<file path="src/rtl/cfg_streamer.sv">
module cfg_streamer #(
  parameter int AW         = 16,
  parameter int HOLD_SHORT = 250000,
  parameter int HOLD_LONG  = 12500000,
  parameter int HALF       = 2,
  parameter int DONE_WAIT  = 16,
  parameter int RETRY_LEN  = 8,
  parameter int INIT_LEN   = 8
) (
  input  logic          clk,
  input  logic          rst_n,
  input  logic          hold_sel,
  input  logic [AW-1:0] img_len,
  output logic [AW-1:0] mem_addr,
  input  logic [7:0]    mem_data,
  output logic [7:0]    data_out,
  output logic          dclk,
  output logic          oe_pull,
  input  logic          oe_line,
  input  logic          cs_n,
  input  logic          reinit,
  output logic          init_low,
  output logic          err
);
  localparam int HMAX = (HOLD_LONG > HOLD_SHORT) ? HOLD_LONG : HOLD_SHORT;
  localparam int HCW  = $clog2(((HMAX > RETRY_LEN) ? HMAX : RETRY_LEN) + 1);
  localparam int DCW  = $clog2(HALF + 1);
  localparam int CCW  = $clog2(DONE_WAIT + 1);
  localparam int ICW  = $clog2(INIT_LEN + 1);

  typedef enum logic [2:0] {S_HOLD, S_WAIT, S_RUN, S_CHK, S_FIN, S_ERR} st_e;

  st_e           st;
  logic [HCW-1:0] hcnt;
  logic [DCW-1:0] dcnt;
  logic [CCW-1:0] ccnt;
  logic [ICW-1:0] icnt;
  logic [AW-1:0]  addr;

  wire            abort    = !cs_n && !oe_line;
  wire            tick     = (dcnt == DCW'(HALF - 1));
  wire [HCW-1:0]  hold_lim = hold_sel ? HCW'(HOLD_LONG - 1) : HCW'(HOLD_SHORT - 1);

  assign mem_addr = addr;
  assign oe_pull  = (st == S_HOLD) || (st == S_ERR);
  assign init_low = (icnt != '0);

  always_ff @(posedge clk or negedge rst_n) begin
    if (!rst_n) begin
      st       <= S_HOLD;
      hcnt     <= '0;
      dcnt     <= '0;
      ccnt     <= '0;
      addr     <= '0;
      data_out <= '0;
      dclk     <= 1'b0;
      err      <= 1'b0;
    end else begin
      case (st)
        S_HOLD: begin
          if (hcnt == hold_lim) begin
            st   <= S_WAIT;
            hcnt <= '0;
          end else hcnt <= hcnt + 1'b1;
        end
        S_WAIT: begin
          if (oe_line) begin
            st       <= S_RUN;
            data_out <= mem_data;
            addr     <= addr + 1'b1;
            dcnt     <= '0;
          end
        end
        S_RUN, S_CHK: begin
          if (abort) begin
            st   <= S_WAIT;
            addr <= '0;
            dclk <= 1'b0;
          end else if (st == S_CHK && !cs_n) begin
            st   <= S_FIN;
            err  <= 1'b0;
            dclk <= 1'b0;
          end else if (st == S_CHK && ccnt == CCW'(DONE_WAIT)) begin
            st   <= S_ERR;
            err  <= 1'b1;
            dclk <= 1'b0;
            hcnt <= '0;
            addr <= '0;
          end else begin
            dcnt <= tick ? '0 : dcnt + 1'b1;
            if (tick) begin
              dclk <= ~dclk;
              if (dclk && st == S_RUN) begin
                if (addr == img_len) begin
                  st   <= S_CHK;
                  ccnt <= '0;
                end else begin
                  data_out <= mem_data;
                  addr     <= addr + 1'b1;
                end
              end
              if (!dclk && st == S_CHK) ccnt <= ccnt + 1'b1;
            end
          end
        end
        S_FIN: begin
          if (abort) begin
            st   <= S_WAIT;
            addr <= '0;
          end
        end
        S_ERR: begin
          if (hcnt == HCW'(RETRY_LEN - 1)) begin
            st   <= S_WAIT;
            hcnt <= '0;
          end else hcnt <= hcnt + 1'b1;
        end
        default: st <= S_HOLD;
      endcase
    end
  end

  always_ff @(posedge clk or negedge rst_n) begin
    if (!rst_n) icnt <= '0;
    else if (icnt != '0) icnt <= icnt - 1'b1;
    else if (reinit) icnt <= ICW'(INIT_LEN);
  end
endmodule

</file>
<file path="config.mk">
export PLATFORM = sky130hd
export DESIGN_NAME = cfg_streamer
export DESIGN_NICKNAME = d
export VERILOG_FILES = /design/src/rtl/cfg_streamer.sv
export SDC_FILE = /design/constraint.sdc
export NUM_CORES = 1
export LEC_CHECK = 0
export ABC_AREA = 1
export BUFFER_PORTS_ARGS = -buffer_cell sky130_fd_sc_hd__buf_2
export CAP_MARGIN = 10
export CELL_PAD_IN_SITES_DETAIL_PLACEMENT = 1
export CELL_PAD_IN_SITES_GLOBAL_PLACEMENT = 1
export CORE_ASPECT_RATIO = 0.9
export CORE_MARGIN = 3
export CORE_UTILIZATION = 42
export CTS_BUF_LIST = sky130_fd_sc_hd__clkbuf_8
export CTS_CLUSTER_DIAMETER = 30
export DETAILED_ROUTE_END_ITERATION = 16
export PLACE_DENSITY_LB_ADDON = 0.1
export SLEW_MARGIN = 15
export SYNTH_ARGS = -nofsm -noshare
export SYNTH_HDL_FRONTEND = slang
export SYNTH_SLANG_ARGS = --single-unit
</file>
<file path="constraint.sdc">
create_clock -name clk -period 2.4 [get_ports clk]
set_clock_uncertainty 0.2 [all_clocks]
set_input_delay 0.48 -clock clk [delete_from_list [all_inputs] [get_ports clk]]
set_output_delay 0.48 -clock clk [all_outputs]
set_load 0.01 [all_outputs]
</file>
==> qor.csv <==
metric,value,unit
fin crit period,2.20,ns
initial antenna violation count,0,
hold path endpoint,icnt[3],
DR top layer,met4,
Final TNS setup,0,ns
clock slew at reported path FFs,0.07,ns
Yosys reg bits,64,
Hold Crit Depth,3,
Port Buffers,57,
Initial DRC Count,133,
first-pass GRT wire length,20700,um
synthesized instance count,638,
commonest register cell after synthesis,dfrtp_1,
met2 wire length,5470,um
status,completed,
crit path capture type,flip-flop,
Slew Limit Fails,0,
Max Fanout on Critical Path,6,
Met1 Wirelength,6020,um
CTS Sinks,64,
"Cell Area, Placed",0.00469,mm^2
Power Dens Cells,1090,mW/mm^2
via count,4199,
post-route design area,0.00489,mm^2
Max Clk Rate,455,MHz
Initial Util,0.436,
drt wl/cell,14.4,um
critical-path cell list,inv_1 > ha_1 > nand2_1 > nor3_1 > nand2_2 > inv_1 > nor2_1 > nand4_1 > nand2_1 > nand2_1,
Crit Reg-Reg Endpoint,ccnt[1],
ant diodes,0,
total CTS buffers,9,
area grow syn2layout,15.3,%
arrival time worst endpoint,2.25,ns
Overall Power,5.33,mW
LEAKAGE,2.66,nW
Setup WS pre-CTS,0.202,ns
"commonest cells after routing, fill and taps aside","206 x nand2_1, 93 x inv_1, 85 x nor2_1",
GRT overflow,0,
CP max stage cell,dfrtp_1,
Post-Syn Area,0.00424,mm^2
DR DRC count,0,
Root Driver,clkbuf_8,
Max H-tree Level,3,
"commonest non-fill, non-tap cell in the layout",nand2_1,
post-synthesis sequential area ratio,0.377,
beginning of the worst hold path,reinit,
router iterations before antenna repair,4,
Final Wtd Congestion,0.831,
core area,0.00974,mm^2
Synth cell types,30,
Critical Path Source Type,flip-flop,
Die X,112,um
Rel. slew slack,0.692,
RSZ-0062 raised after global routing,false,
Antenna Nets Post-Route,0,
Clock Latency Late Sink,0.36,ns
Post-CTS Setup Bufs,0,
FF-to-FF Start,ccnt[0],
"Cell Count, Final, Fillers Out",836,
Util after Layout,0.502,
YS warnings,0,
largest net degree at the start of global routing,65,
xor/xnor cell area share of the yosys netlist,0.0392,
Site Rows,34,
Total GRT Usage,0.225,
Hold Slack,0.129,ns
Post-Syn Nets,672,
Die ar.,0.0113,mm^2
# nets final,739,
worst vdd ir,0.000464,V
CP max stage delay,0.41,ns
post-synthesis mux area share,0,
CTS tree,built,
Post-DP HPWL,9140,um
routed wire length,12000,um
Tcrit/Tclk final,0.916,
share of post-route cells with drive strength above 1,0.158,
Crit path required time,2.45,ns
R2R depth,10,
chip height,101,um
Final Worst Setup Slack,0.201,ns
vias in the first global route,4306,
# setup viols final,0,
worst slew pin tran,0.459,ns
maxcap violations,0,
number of synthesized flops with an enable pin,0,
placed cells,819,
Clock Path Buffers,2,
met3 WL,381,um
min-delay worst type,input pin to flip-flop,
Syn Area/Cell,6.65,um^2
Simple-Gate Fraction of Synth Area,0.421,
Fin. Hold Viols,0,
Synth Area in Compound Gates,0.0507,
R2R setup slack,0.20,ns
main combinational cell family by area after synthesis,simple AND/OR/NAND/NOR gates,
Fillers,1354,
crit-path most repeated cell,nand2_1,
Post-synth ARST share,1.00,
critical path class,flip-flop to flip-flop,
Vias/cell,5.02,
Post-Synth Adder-Cell Area,0.0118,
I/O pins,58,
==> synthesized netlist by cell type, types with 2 or more instances <==
master	n	area [um^2]
a21oi_1	11	55.1
nand2_2	3	18.8
nand4_2	2	25.0
buf_2	5	25.0
xor2_1	15	131
nand3b_1	2	15.0
nor3_1	11	55.1
nor2_2	8	50.1
xnor2_1	4	35.0
dfrtp_1	64	1600
nand2_4	4	45.0
o211ai_1	2	15.0
o21ai_2	2	17.5
nor2_1	85	319
o21ai_0	19	95.1
buf_4	2	15.0
inv_1	92	345
ha_1	4	50.1
nand4_1	14	87.6
o21ai_1	5	25.0
inv_2	6	22.5
nand3_1	61	305
nand2_1	206	773
or2_2	2	12.5
nand3_2	4	40.0
==> report_power, final <==
group / internal, mW / switching, mW
Combinational: 0.869 / 1.69
Clock: 0.470 / 0.460
Sequential: 1.43 / 0.410
Total: 2.77 / 2.56
==> routing by layer <==
layer	track usage	up-vias
li1	-	2117
met3	0.0424	11
met1	0.312	2013
met2	0.361	58
met5	0	-
met4	0.0647	0
==> state kept, by name, indices dropped and copies added (netlist names) <==
name and cells:
hcnt 24, dclk 1, mem_addr 16, ccnt 5, st 3, dcnt 2
icnt 4, data_out 8, err 1
==> worst max path at each step <==
stage                 start           end  depth (start not counted)
CTS                   st[2]  mem_addr[15]                          9
floorplan           ccnt[0]       hcnt[4]                         12
global route        ccnt[0]       hcnt[2]                         11
detailed placement    st[2]  mem_addr[15]                          9
global placement      st[2]  mem_addr[11]                          9
finish              ccnt[0]       ccnt[1]                         10
==> kinds of logic after synthesis <==
family,Yosys count
adder cells (fa/ha/maj),4
buffers and inverters,107
AND/OR/NAND/NOR,404
XOR/XNOR,19
AO/OA/AOI/OAI,40
flip-flops,64
==> worst max-delay path: cells and delay by family (launching register included) <==
| family | cells | cell delay, ns |
|---|---|---|
| buffers and inverters | 2 | 0.24 |
| flip-flops | 1 | 0.41 |
| AND/OR/NAND/NOR | 7 | 1.04 |
| adder cells (fa/ha/maj) | 1 | 0.21 |
==> cell type report <==
type / count / area [um^2] / area share
clock inverters: 7 / 63.8 / 0.0130
multi-input cells: 467 / 2220 / 0.453
flip-flops and latches: 64 / 1600 / 0.327
well taps: 126 / 158 / 0.0322
clock buffers: 9 / 124 / 0.0253
repair buffers: 64 / 353 / 0.0721
inverters: 99 / 375 / 0.0767
==> timing repair <==
| action | CTS | global route |
|---|---|---|
| hold buffers | 1 | 0 |
| resized for setup | 0 | 1 |
| endpoints found under the setup margin | 0 | 4 |
| endpoints found under the hold margin | 64 | 0 |
Power figures use the tool's default switching activity.
